===== src/rtl/match_timer_pkg.sv =====
package match_timer_pkg;
  localparam int ADDR_W = 6;
  localparam logic [ADDR_W-1:0] OFS_CMP  = 6'h00;
  localparam logic [ADDR_W-1:0] OFS_CNT  = 6'h10;
  localparam logic [ADDR_W-1:0] OFS_STAT = 6'h14;
  localparam logic [ADDR_W-1:0] OFS_IEN  = 6'h1C;
  localparam logic [ADDR_W-1:0] OFS_CTL  = 6'h20;
  localparam logic [ADDR_W-1:0] OFS_ACC  = 6'h24;
  // access-status bit positions, software polls these
  localparam int ACC_CMP_BIT  = 0;
  localparam int ACC_CNT_BIT  = 4;
  localparam int ACC_SNAP_BIT = 5;
  // index of each staged channel in the busy tracker array
  localparam int CH_CMP  = 0;
  localparam int CH_CNT  = 1;
  localparam int CH_SNAP = 2;
  localparam int NUM_CH  = 3;
endpackage


===== src/rtl/match_timer_busy.sv =====
module match_timer_busy #(
  parameter int DEPTH = 3
) (
  input  logic clk,
  input  logic rst,
  input  logic start,
  output logic busy,
  output logic done
);
  localparam int CW = $clog2(DEPTH + 1);
  localparam logic [CW-1:0] LOAD = CW'(DEPTH);
  localparam logic [CW-1:0] ONE  = CW'(1);

  logic [CW-1:0] left_q;

  always_ff @(posedge clk) begin
    if (rst)              left_q <= '0;
    else if (start)       left_q <= LOAD;
    else if (left_q != 0) left_q <= left_q - ONE;
  end

  assign busy = (left_q != '0);
  assign done = (left_q == ONE) && !start;
endmodule


===== src/rtl/match_timer_counter.sv =====
module match_timer_counter #(
  parameter int W = 32
) (
  input  logic         clk,
  input  logic         rst,
  input  logic         run,
  input  logic         tick,
  input  logic         load,
  input  logic [W-1:0] load_val,
  output logic [W-1:0] cnt
);
  always_ff @(posedge clk) begin
    if (rst)              cnt <= '0;
    else if (load)        cnt <= load_val;
    else if (run && tick) cnt <= cnt + W'(1);
  end
endmodule


===== src/rtl/match_timer_cmp.sv =====
module match_timer_cmp #(
  parameter int W  = 32,
  parameter int SW = 4
) (
  input  logic          clk,
  input  logic          rst,
  input  logic [W-1:0]  cnt,
  input  logic [W-1:0]  cmp_val,
  input  logic [SW-1:0] clr,
  output logic [SW-1:0] status
);
  logic eq_q;
  logic hit;

  assign hit = (cnt == cmp_val) && !eq_q;

  always_ff @(posedge clk) begin
    if (rst) begin
      eq_q   <= 1'b0;
      status <= '0;
    end else begin
      eq_q      <= (cnt == cmp_val);
      status[0] <= hit | (status[0] & ~clr[0]);
      status[SW-1:1] <= '0;
    end
  end
endmodule


===== src/rtl/match_timer.sv =====
module match_timer
  import match_timer_pkg::*;
#(
  parameter int CW         = 32,
  parameter int SYNC_DEPTH = 3,
  parameter int STAT_W     = 4
) (
  input  logic              clk,
  input  logic              rst,
  input  logic              tick_en,
  input  logic              wr_en,
  input  logic              rd_en,
  input  logic [ADDR_W-1:0] addr,
  input  logic [CW-1:0]     wdata,
  output logic [CW-1:0]     rdata,
  output logic              irq
);
  logic [NUM_CH-1:0] ch_start, ch_busy, ch_done;
  logic [CW-1:0]     cmp_q, cmp_pend, cnt_pend, cnt_q, snap_q;
  logic              run_q, ien_q;
  logic [STAT_W-1:0] status, stat_clr;
  logic [CW-1:0]     acc_vec;

  assign ch_start[CH_CMP]  = wr_en && (addr == OFS_CMP);
  assign ch_start[CH_CNT]  = wr_en && (addr == OFS_CNT);
  assign ch_start[CH_SNAP] = wr_en && (addr == OFS_CTL) && wdata[1];

  for (genvar g = 0; g < NUM_CH; g++) begin : g_busy
    match_timer_busy #(.DEPTH(SYNC_DEPTH)) u_busy (
      .clk(clk), .rst(rst), .start(ch_start[g]),
      .busy(ch_busy[g]), .done(ch_done[g])
    );
  end

  always_ff @(posedge clk) begin
    if (rst) begin
      cmp_q    <= '1;
      cmp_pend <= '1;
      cnt_pend <= '0;
      snap_q   <= '0;
      run_q    <= 1'b0;
      ien_q    <= 1'b0;
    end else begin
      if (ch_start[CH_CMP]) cmp_pend <= wdata;
      if (ch_start[CH_CNT]) cnt_pend <= wdata;
      if (ch_done[CH_CMP])  cmp_q    <= cmp_pend;
      if (ch_done[CH_SNAP]) snap_q   <= cnt_q;
      if (wr_en && addr == OFS_CTL) run_q <= wdata[0];
      if (wr_en && addr == OFS_IEN) ien_q <= wdata[0];
    end
  end

  match_timer_counter #(.W(CW)) u_cnt (
    .clk(clk), .rst(rst), .run(run_q), .tick(tick_en),
    .load(ch_done[CH_CNT]), .load_val(cnt_pend), .cnt(cnt_q)
  );

  assign stat_clr = (wr_en && addr == OFS_STAT) ? wdata[STAT_W-1:0] : '0;

  match_timer_cmp #(.W(CW), .SW(STAT_W)) u_cmp (
    .clk(clk), .rst(rst), .cnt(cnt_q), .cmp_val(cmp_q),
    .clr(stat_clr), .status(status)
  );

  always_comb begin
    acc_vec               = '0;
    acc_vec[ACC_CMP_BIT]  = ch_busy[CH_CMP];
    acc_vec[ACC_CNT_BIT]  = ch_busy[CH_CNT];
    acc_vec[ACC_SNAP_BIT] = ch_busy[CH_SNAP];
  end

  always_ff @(posedge clk) begin
    if (rst) begin
      rdata <= '0;
      irq   <= 1'b0;
    end else begin
      irq <= status[0] & ien_q;
      if (rd_en) begin
        case (addr)
          OFS_CMP:  rdata <= cmp_q;
          OFS_CNT:  rdata <= snap_q;
          OFS_STAT: rdata <= CW'(status);
          OFS_IEN:  rdata <= CW'(ien_q);
          OFS_CTL:  rdata <= CW'(run_q);
          OFS_ACC:  rdata <= acc_vec;
          default:  rdata <= '0;
        endcase
      end
    end
  end
endmodule


===== config.mk =====
export PLATFORM = sky130hd
export DESIGN_NAME = match_timer
export DESIGN_NICKNAME = d
export VERILOG_FILES = /design/src/rtl/match_timer_pkg.sv /design/src/rtl/match_timer_busy.sv /design/src/rtl/match_timer_counter.sv /design/src/rtl/match_timer_cmp.sv /design/src/rtl/match_timer.sv
export SDC_FILE = /design/constraint.sdc
export NUM_CORES = 1
export LEC_CHECK = 0
export BUFFER_PORTS_ARGS = -buffer_cell sky130_fd_sc_hd__buf_2
export CORE_MARGIN = 3
export CORE_UTILIZATION = 25
export CTS_CLUSTER_SIZE = 30
export DETAILED_ROUTE_END_ITERATION = 10
export GPL_TIMING_DRIVEN = 0
export MAX_ROUTING_LAYER = met4
export PLACE_DENSITY = 0.39
export RECOVER_POWER = 25
export SETUP_SLACK_MARGIN = 0.02
export SLEW_MARGIN = 20
export SYNTH_ARGS = -nofsm -noshare
export SYNTH_HDL_FRONTEND = slang
export SYNTH_SLANG_ARGS = --single-unit

===== constraint.sdc =====
create_clock -name clk -period 1.9 [get_ports clk]
set_input_delay 0.38 -clock clk [delete_from_list [all_inputs] [get_ports clk]]
set_output_delay 0.38 -clock clk [all_outputs]
set_load 0.02 [all_outputs]

==> results.cfg, run 1 <==
[yosys]
ys_seq_area_share_pct = 47.2
synthArstFlopShare_pct = 0
synth_nets = 1090
synth_cell_types = 42
ys_top_cells_by_area = dfxtp_1 (47%), nand2_1 (12%), nand3b_1 (5.6%)
synth_edf_count = 0
ys_ff_latch = 203
synthTopCellsByCount = nand2_1 (274), dfxtp_1 (203), nor2_1 (75)
yosysTopAreaCell = dfxtp_1
ys.warnings.count = 0
post-synth-top-count-cell = nand2_1
postSynthCellCount = 1040
ys.flop_type = dfxtp_1
syn_area_mm2 = 0.00861
synth.avg_cell_area_um2 = 8.28
synth_top_area_share_pct = 47.2

[final_layout]
antennaDiodeCount = 0
stdcell_count = 1610
drive_gt1_share_pct = 13.3
utilization_pct = 31.4
nets = 1193
fin_area_mm2 = 0.0106
fill_cells = 3735
syn_to_final_growth_pct = 23.0

[clocking]
cts_tree = built
cts.clk_slew.worst_paths_ns = 0.06
cts-root-buf = clkbuf_16
holdBufCountCts = 0
insertion_delay_ns = 0.52
htree_levels = 1
cts_sinks = 203
cts_buffers = 25
clockBufferDepth = 3

[drt]
routed_wl_um = 29300
via_per_inst = 4.57
ant_nets = 0
drt-met1-wl_um = 15100
vias = 7358
routed.top_layer = met4
wl_met2_um = 12800
wl_met3_um = 1050
drt_iter0_markers = 344
drc = 0
firstDrtPassIters = 5
wl_per_cell_um = 18.2

[setup_path]
critical_path_class = flip-flop to flip-flop
end_kind = flip-flop
crit_slowest_cell = dfxtp_1
required_ns = 2.33
path_buf_inv = 0
slowest_delay_ns = 0.47
cp_cell_sequence = and4_2, and3_2, nand4_1, xor2_1, a211oi_1
startpoint_type = flip-flop
worstPathArrival_ns = 2.25
crit_fanout = 8
cpLargestDelayFamily = simple AND/OR/NAND/NOR gates

[global_route]
grt_pass1_vias = 7293
grtUsageTotal_pct = 16.1
antenna_found_initial = 0
grt-ovfl-total = 0
grt_max_degree = 13
grt_pass1_wl_um = 43800

[floorplanning]
fp.dieW_um = 192
die-area_mm2 = 0.0367
start_util_pct = 25.6
coreArea_mm2 = 0.0337
num_io_pins = 76
rows = 67
dieHeight_um = 192

[outcome]
status = complete, no violations

[job]
max_cap_violations = 0

[min_path]
hp-class = input port to flip-flop

[placed_design]
globalplace.congestion = 0.812
port-buffer-count = 72
place_area_mm2 = 0.00953
hpwl_um = 22300
dp_cells = 1560

[sta]
hold_viol_final = 0
drv_slew = 0
skew_ns = 0.0107
setup_violations = 0
grt_setup_unrepaired = yes
max_freq_ghz = 0.552
worst_pin_slew_ns = 0.821
fin_crit_sh_pct = 95.4
finalCriticalPeriod_ns = 1.81
slew_headroom_pct = 45.3

[pwr]
power_leakage_uw = 0.00391
p_per_area_mw_per_mm2 = 1270
ir_worst_vdd_uv = 586
-- power by group --
part,leakage [uW],switching (uW),total [uW],internal (uW)
registers,0.00166,797,5710,4910
logic,0.00183,1760,2930,1170
clock network,0.000417,1870,4810,2940
-- flip-flops by register name (all words and copies together), names as in the netlist --
register / count
cmp_pend: 32
cmp_q: 32
cnt_pend: 32
rdata: 32
snap_q: 32
u_cnt.cnt: 32
g_busy.u_busy.left_q: 6
ien_q: 1
irq: 1
run_q: 1
u_cmp.eq_q: 1
u_cmp.status: 1
-- tightest hold or removal path, stage by stage --
cell,delay [ns]
buf_2,0.08
nand2_1,0.04
nand3b_1,0.07
-- stage by stage --
step                      TNS (ns)  total power, uW  hold WS, ns  worst slack (ns)
after floorplan                  0             7500        0.411            0.0547
after global placement     -116.87             8620        0.420            -0.939
after detailed placement   -116.60             8620        0.419            -0.924
after CTS                        0            13600       0.0680            0.0209
after global routing       -0.0517            14100       0.0843           -0.0178
final                            0            13400       0.0882            0.0879
-- path summary, 6_finish.rpt --
path | start | cells after the start | slack (ns) | endpoint
worst max-delay path | u_cnt.cnt[5] | 5 | 0.09 | u_cnt.cnt[31]
worst min-delay path | wdata[12] | 3 | 0.09 | cmp_pend[12]
worst max register to register | u_cnt.cnt[5] | 5 | 0.09 | u_cnt.cnt[31]
worst min register to register | u_cmp.eq_q | 1 | 0.45 | u_cmp.status[0]
-- area by class of cell --
cell class | count | area, um^2 | share of cell area, %
buffer | 78 | 338 | 3.19
clock buffer | 41 | 786 | 7.42
clock inverter | 5 | 53.8 | 0.508
inverter | 11 | 41.3 | 0.390
multi-input combinational | 742 | 4320 | 40.8
sequential | 203 | 4100 | 38.7
tap | 448 | 561 | 5.29
timing repair buffer | 82 | 393 | 3.71
-- routing by layer --
| metal | GRT usage (%) | vias up |
|---|---|---|
| met5 | - | - |
| met4 | 2.62 | 0 |
| met3 | 2.12 | 27 |
| met2 | 24.7 | 122 |
| met1 | 23.0 | 3467 |
| li1 | - | 3742 |
-- cells in the final DEF (no fill, tap or decap), types with 3 or more instances in the layout --
cell type and instances:
mux2i_1 4, nand3_2 3, nand3_4 3, a211oi_1 29, a21oi_1 70, nor3_2 5
xor2_1 38, mux2_2 3, xnor2_1 27, clkbuf_8 10, dfxtp_2 8, and3_1 3
clkbuf_1 94, nand3b_1 64, nor3_1 4, ha_1 7, dfxtp_4 7, buf_2 40
a22oi_1 29, clkbuf_2 16, nor2_1 75, a2bb2oi_1 31, nor4_1 7, dfxtp_1 188
nand2_1 273, inv_1 11, buf_4 10, clkbuf_16 25, clkinv_2 3, nand3_1 13
and2_1 4, nand4_1 15
-- cells by family (layout without fill, tap and decap cells) --
| family | after synthesis | count (layout) | synth area share, % |
|---|---|---|---|
| compound gates | 170 | 170 | 13.3 |
| xor+xnor | 65 | 65 | 6.61 |
| fa+ha+maj | 7 | 7 | 1.02 |
| buf+inv | 95 | 217 | 4.23 |
| flops | 203 | 203 | 47.2 |
| mux | 7 | 7 | 0.857 |
| simple gates | 493 | 493 | 26.8 |
-- timing repair --
action                     4_1_cts  5_1_grt
setup endpoints to repair       97      121
pin swaps                        2        8
buffers inserted                 7        3
resized for setup               41       35
Note: power is estimated with default switching activity, not from simulation.
==> run 2, diff against run 1 <==
--- a/config.mk
+++ b/config.mk
@@ -5,6 +5,7 @@
 export SDC_FILE = /design/constraint.sdc
 export NUM_CORES = 1
 export LEC_CHECK = 0
+export ABC_CLOCK_PERIOD_IN_PS = 1900
 export BUFFER_PORTS_ARGS = -buffer_cell sky130_fd_sc_hd__buf_2
 export CORE_MARGIN = 3
 export CORE_UTILIZATION = 25
@@ -14,6 +15,7 @@
 export MAX_ROUTING_LAYER = met4
 export PLACE_DENSITY = 0.39
 export RECOVER_POWER = 25
+export REMOVE_ABC_BUFFERS = 1
 export SETUP_SLACK_MARGIN = 0.02
 export SLEW_MARGIN = 20
 export SYNTH_ARGS = -nofsm -noshare
==> run 2 against run 1 <==
Worst hold slack improved by 0.0064 ns; register-to-register slack got worse by 0.04 ns; setup slack got worse by 0.039 ns; wire length fell by 5.1%; global-route usage fell by 1.1 points; via count fell by 2.9%; sequential power barely moved; count of clock-buffer cells in the layout fell by 3; maximum frequency fell by 2.1%; critical path type unchanged; largest power group unchanged.
==> results.cfg, run 2 (synthesis results as in run 1) <==
[outcome]
status = complete, no violations

[floorplanning]
num_io_pins = 76
dieHeight_um = 192
fp.dieW_um = 192
die-area_mm2 = 0.0367
coreArea_mm2 = 0.0337
start_util_pct = 25.6
rows = 67

[final_layout]
syn_to_final_growth_pct = 24.4
seq_area_mm2 = 0.00410
fill_cells = 3638
layout.cells.most_common = nand2_1
stdcell_count = 1543
mostFrequentLayoutCells = nand2_1 (271), dfxtp_1 (185), nor2_1 (75)
drive_gt1_share_pct = 17.4
utilization_pct = 31.8
nets = 1130
antennaDiodeCount = 0
multi_input_area_mm2 = 0.00442

[clocking]
clockBufferDepth = 3
cts.clk_slew.worst_paths_ns = 0.06
htree_levels = 1
cts-root-buf = clkbuf_16
cts_tree = built
cts_buffers = 24
cts_sinks = 203
insertion_delay_ns = 0.51

[sta]
skew_ns = 0.0101
whs_ns = 0.0945
worst_slack_ns = 0.0490
fin_crit_sh_pct = 97.4
max_freq_ghz = 0.540
slew_headroom_pct = 51.5
hold_viol_final = 0
drv_slew = 0
grt_setup_unrepaired = yes
finalCriticalPeriod_ns = 1.85
worst_pin_slew_ns = 0.728
setup_violations = 0

[setup_path]
crit_fanout = 6
critical_path_class = flip-flop to flip-flop
required_ns = 2.32
worstPathArrival_ns = 2.27
startpoint_type = flip-flop
end_kind = flip-flop

[drt]
ant_nets = 0
drt_iter0_markers = 365
firstDrtPassIters = 4
drc = 0
vias = 7144
wl_per_cell_um = 18.0
routed_wl_um = 27800
via_per_inst = 4.63

[global_route]
antenna_found_initial = 0
grtUsageTotal_pct = 15.0
grt-ovfl-total = 0
grt_pass1_vias = 7146
grt_pass1_wl_um = 42200
grt_max_degree = 117

[placed_design]
port-buffer-count = 75
hpwl_um = 18100
dp_cells = 1492
pre_cts_ws_ns = -1.03
globalplace.congestion = 0.743

[pwr]
ir_worst_vdd_uv = 616
p_per_area_mw_per_mm2 = 1230
power_leakage_uw = 0.00405

[job]
max_cap_violations = 0

[min_path]
hp-class = input port to flip-flop
run 2: cell count changes in the layout (fill, tap and decap cells not counted), moves of 3 or more:
cell / before / now
clkbuf_1: 94 / 9
dfxtp_2: 8 / 11
clkbuf_2: 16 / 0
buf_16: 0 / 12
dfxtp_1: 188 / 185
clkbuf_8: 10 / 4
buf_2: 40 / 74
buf_4: 10 / 7
run 2: final timing paths:
kind	startpoint	to	depth (start not counted)	slack, ns
worst max-delay path	u_cnt.cnt[1]	u_cnt.cnt[24]	6	0.05
worst min-delay path	wdata[21]	cmp_pend[21]	3	0.09
worst max register to register	u_cnt.cnt[1]	u_cnt.cnt[24]	6	0.05
worst min register to register	u_cmp.eq_q	u_cmp.status[0]	1	0.43
run 2: layout make-up:
cell class | count | share of cell area, %
Inverter | 11 | 0.385
Sequential cell | 203 | 38.3
Clock buffer | 38 | 6.67
Clock inverter | 3 | 0.607
Tap cell | 448 | 5.23
Timing Repair Buffer | 96 | 7.54
Multi-Input combinational cell | 744 | 41.3
run 2: stage by stage:
stage | area, um^2 | setup TNS (ns) | power, uW
floorplan | 8290 | -65.44 | 7340
global placement | 9220 | -434.13 | 8370
detailed placement | 9640 | -95.63 | 8570
CTS | 10600 | 0 | 13300
global route | 10700 | -0.0427 | 14000
finish | 10700 | 0 | 13200
run 2: where the power goes:
part           switching (uW)  internal [uW]
clock network            1760           2820
registers                 761           4920
logic                    1690           1250
run 2: repair_timing:
action	CTS	global route
setup buffers	3	5
hold buffers	0	0
setup endpoints to repair	64	70
gates resized for setup	36	21
gates cloned	0	2
pin swaps	6	11
run 2: per-layer routing:
layer	vias up	GRT usage [%]	share of wire, %
met2	112	23.1	44
met1	3388	21.2	51
met3	31	2.17	3.4
li1	3613	-	-
met5	-	-	0
met4	0	2.77	1.8
run 2: critical path: stages, from the launching register on:
cell and delay [ns]:
dfxtp_2 0.39, ha_1 0.22, nand3_4 0.15, or3_4 0.41
nor3_1 0.27, xnor2_1 0.11, a211oi_1 0.22
==> run 3, diff against run 2 <==
--- a/config.mk
+++ b/config.mk
@@ -5,7 +5,7 @@
 export SDC_FILE = /design/constraint.sdc
 export NUM_CORES = 1
 export LEC_CHECK = 0
-export ABC_CLOCK_PERIOD_IN_PS = 1900
+export ABC_CLOCK_PERIOD_IN_PS = 2000
 export BUFFER_PORTS_ARGS = -buffer_cell sky130_fd_sc_hd__buf_2
 export CORE_MARGIN = 3
 export CORE_UTILIZATION = 25
@@ -13,7 +13,7 @@
 export DETAILED_ROUTE_END_ITERATION = 10
 export GPL_TIMING_DRIVEN = 0
 export MAX_ROUTING_LAYER = met4
-export PLACE_DENSITY = 0.39
+export PLACE_DENSITY = 0.38
 export RECOVER_POWER = 25
 export REMOVE_ABC_BUFFERS = 1
 export SETUP_SLACK_MARGIN = 0.02
==> constraint.sdc (replaced) <==
create_clock -name clk -period 2 [get_ports clk]
set_input_delay 0.4 -clock clk [delete_from_list [all_inputs] [get_ports clk]]
set_output_delay 0.4 -clock clk [all_outputs]
set_load 0.02 [all_outputs]
==> run 3 against run 2 <==
Setup slack better by 0.060 ns; register-to-register slack improved by 0.06 ns; largest cell class unchanged; critical path type unchanged; via count fell by 0.35%; critical endpoint is now u_cnt.cnt[23]; combinational power down 8.2%; sequential power decreased by 5.3%; largest power group unchanged.
==> results.cfg, run 3 (synthesis results as in run 1) <==
[outcome]
status = complete, no violations

[floorplanning]
dieHeight_um = 192
coreArea_mm2 = 0.0337
num_io_pins = 76
fp.dieW_um = 192
start_util_pct = 25.6
die-area_mm2 = 0.0367
rows = 67

[global_route]
grt_pass1_wl_um = 41700
grt_max_degree = 116
antenna_found_initial = 0
grt_pass1_vias = 6969
grt-ovfl-total = 0
grtUsageTotal_pct = 14.9

[pwr]
ir_worst_vdd_uv = 564
p_per_area_mw_per_mm2 = 1180
swShare_pct = 32.5
p_seq_share_pct = 43.1
p_switching_uw = 4050
power_leakage_uw = 0.00400
intPower_uw = 8420
share_comb_of_total_power_pct = 21.6
p_clk_share_pct = 35.2

[setup_path]
timing.rr.start = u_cnt.cnt[10]
startpoint_type = flip-flop
crit_slowest_cell = or4_4
end_kind = flip-flop
worstPathArrival_ns = 2.33
crit_start = u_cnt.cnt[10]
crit_fanout = 6
critical_path_class = flip-flop to flip-flop
slowest_delay_ns = 0.67
cp_cell_sequence = nand4_4, or4_4, nor3_4, xnor2_1, a211oi_1
required_ns = 2.44

[final_layout]
mostFrequentLayoutCells = nand2_1 (271), dfxtp_1 (185), nor2_1 (75)
drive_gt1_share_pct = 16.0
antennaDiodeCount = 0
layout.cells.most_common = nand2_1
stdcell_count = 1541
fill_cells = 3675
nets = 1124
syn_to_final_growth_pct = 22.6
fin_area_mm2 = 0.0106

[drt]
drc = 0
firstDrtPassIters = 4
routed_wl_um = 26800
via_per_inst = 4.62
vias = 7119
wl_per_cell_um = 17.4
drt_iter0_markers = 393
ant_nets = 0

[clocking]
insertion_delay_ns = 0.53
htree_levels = 1
cts.clk_slew.worst_paths_ns = 0.06
cts-root-buf = clkbuf_16
holdBufCountCts = 0
cts_buffers = 25
clockBufferDepth = 3
cts_sinks = 203
cts_tree = built

[placed_design]
dp_cells = 1492
place_area_mm2 = 0.00962
port-buffer-count = 75
globalplace.congestion = 0.715
hpwl_um = 17900

[sta]
slew_headroom_pct = 50.3
whs_ns = 0.0950
grt_setup_unrepaired = yes
setup_violations = 0
max_freq_ghz = 0.529
drv_slew = 0
worst_pin_slew_ns = 0.744
hold_viol_final = 0
skew_ns = 0.0126
fin_crit_sh_pct = 94.6
finalSetupTns_ns = 0
finalCriticalPeriod_ns = 1.89

[min_path]
hp-class = input port to flip-flop
min_from = wdata[21]

[job]
max_cap_violations = 0
[run 3: cell count changes in the layout (fill, tap and decap cells not counted), moves of 3 or more]
cell,previous run,this run
clkinv_2,1,6
clkbuf_1,9,14
dfxtp_2,11,14
dfxtp_4,7,4
buf_16,12,9
buf_2,74,67
nor3_1,2,5
buf_4,7,3
nor3_2,6,2
[run 3: per-layer routing]
| layer | up-vias | wire length [um] | global-route usage (%) |
|---|---|---|---|
| li1 | 3615 | - | - |
| met1 | 3342 | 13500 | 21.2 |
| met2 | 128 | 11800 | 22.7 |
| met3 | 34 | 1030 | 1.95 |
| met4 | 0 | 418 | 2.85 |
| met5 | - | 0 | - |
[run 3: worst max-delay path: cells and delay by family, from the launching register on]
kind	cells	cell delay, ns
compound gates	1	0.24
flops	1	0.40
xor+xnor	1	0.09
simple gates	3	1.07
[run 3: path summary, 6_finish.rpt]
check	end	slack, ns	cells after the start
hold / removal	cmp_pend[21]	0.1	3
setup reg to reg	u_cnt.cnt[23]	0.11	5
hold reg to reg	u_cmp.status[0]	0.43	1
setup / recovery	u_cnt.cnt[23]	0.11	5
[run 3: power by group through the flow]
stage	clock network, uW	logic (uW)	registers (uW)
after detailed placement	0	2730	5430
after CTS	4560	2750	5350
after floorplan	0	1760	5210
after global placement	0	2550	5430
final	4400	2700	5380
after global routing	4730	3060	5490
[run 3: cell type report]
cell class / instances / area (um^2) / share of cell area [%]
clock buffers: 36 / 707 / 6.70
clock inverters: 10 / 85.1 / 0.806
inverters: 11 / 41.3 / 0.391
multi-input cells: 742 / 4350 / 41.2
flip-flops and latches: 203 / 4100 / 38.8
well taps: 448 / 561 / 5.31
repair buffers: 91 / 714 / 6.77
[run 3: what timing repair did]
item | CTS | global route
pin swaps | 3 | 5
endpoints found under the hold margin | 0 | 0
buffers inserted | 2 | 1
resized for setup | 18 | 25
setup endpoints to repair | 32 | 46
[run 3: stage by stage]
step | utilization [%] | setup WS, ns | total power (uW)
3_3_place_gp | 27.4 | -3.55 | 7980
4_1_cts | 31.1 | 0.0200 | 12700
2_1_floorplan | - | -1.16 | 6980
6_report | 31.3 | 0.109 | 12500
3_5_place_dp | 28.5 | -0.608 | 8160
5_1_grt | 31.3 | -0.000314 | 13300
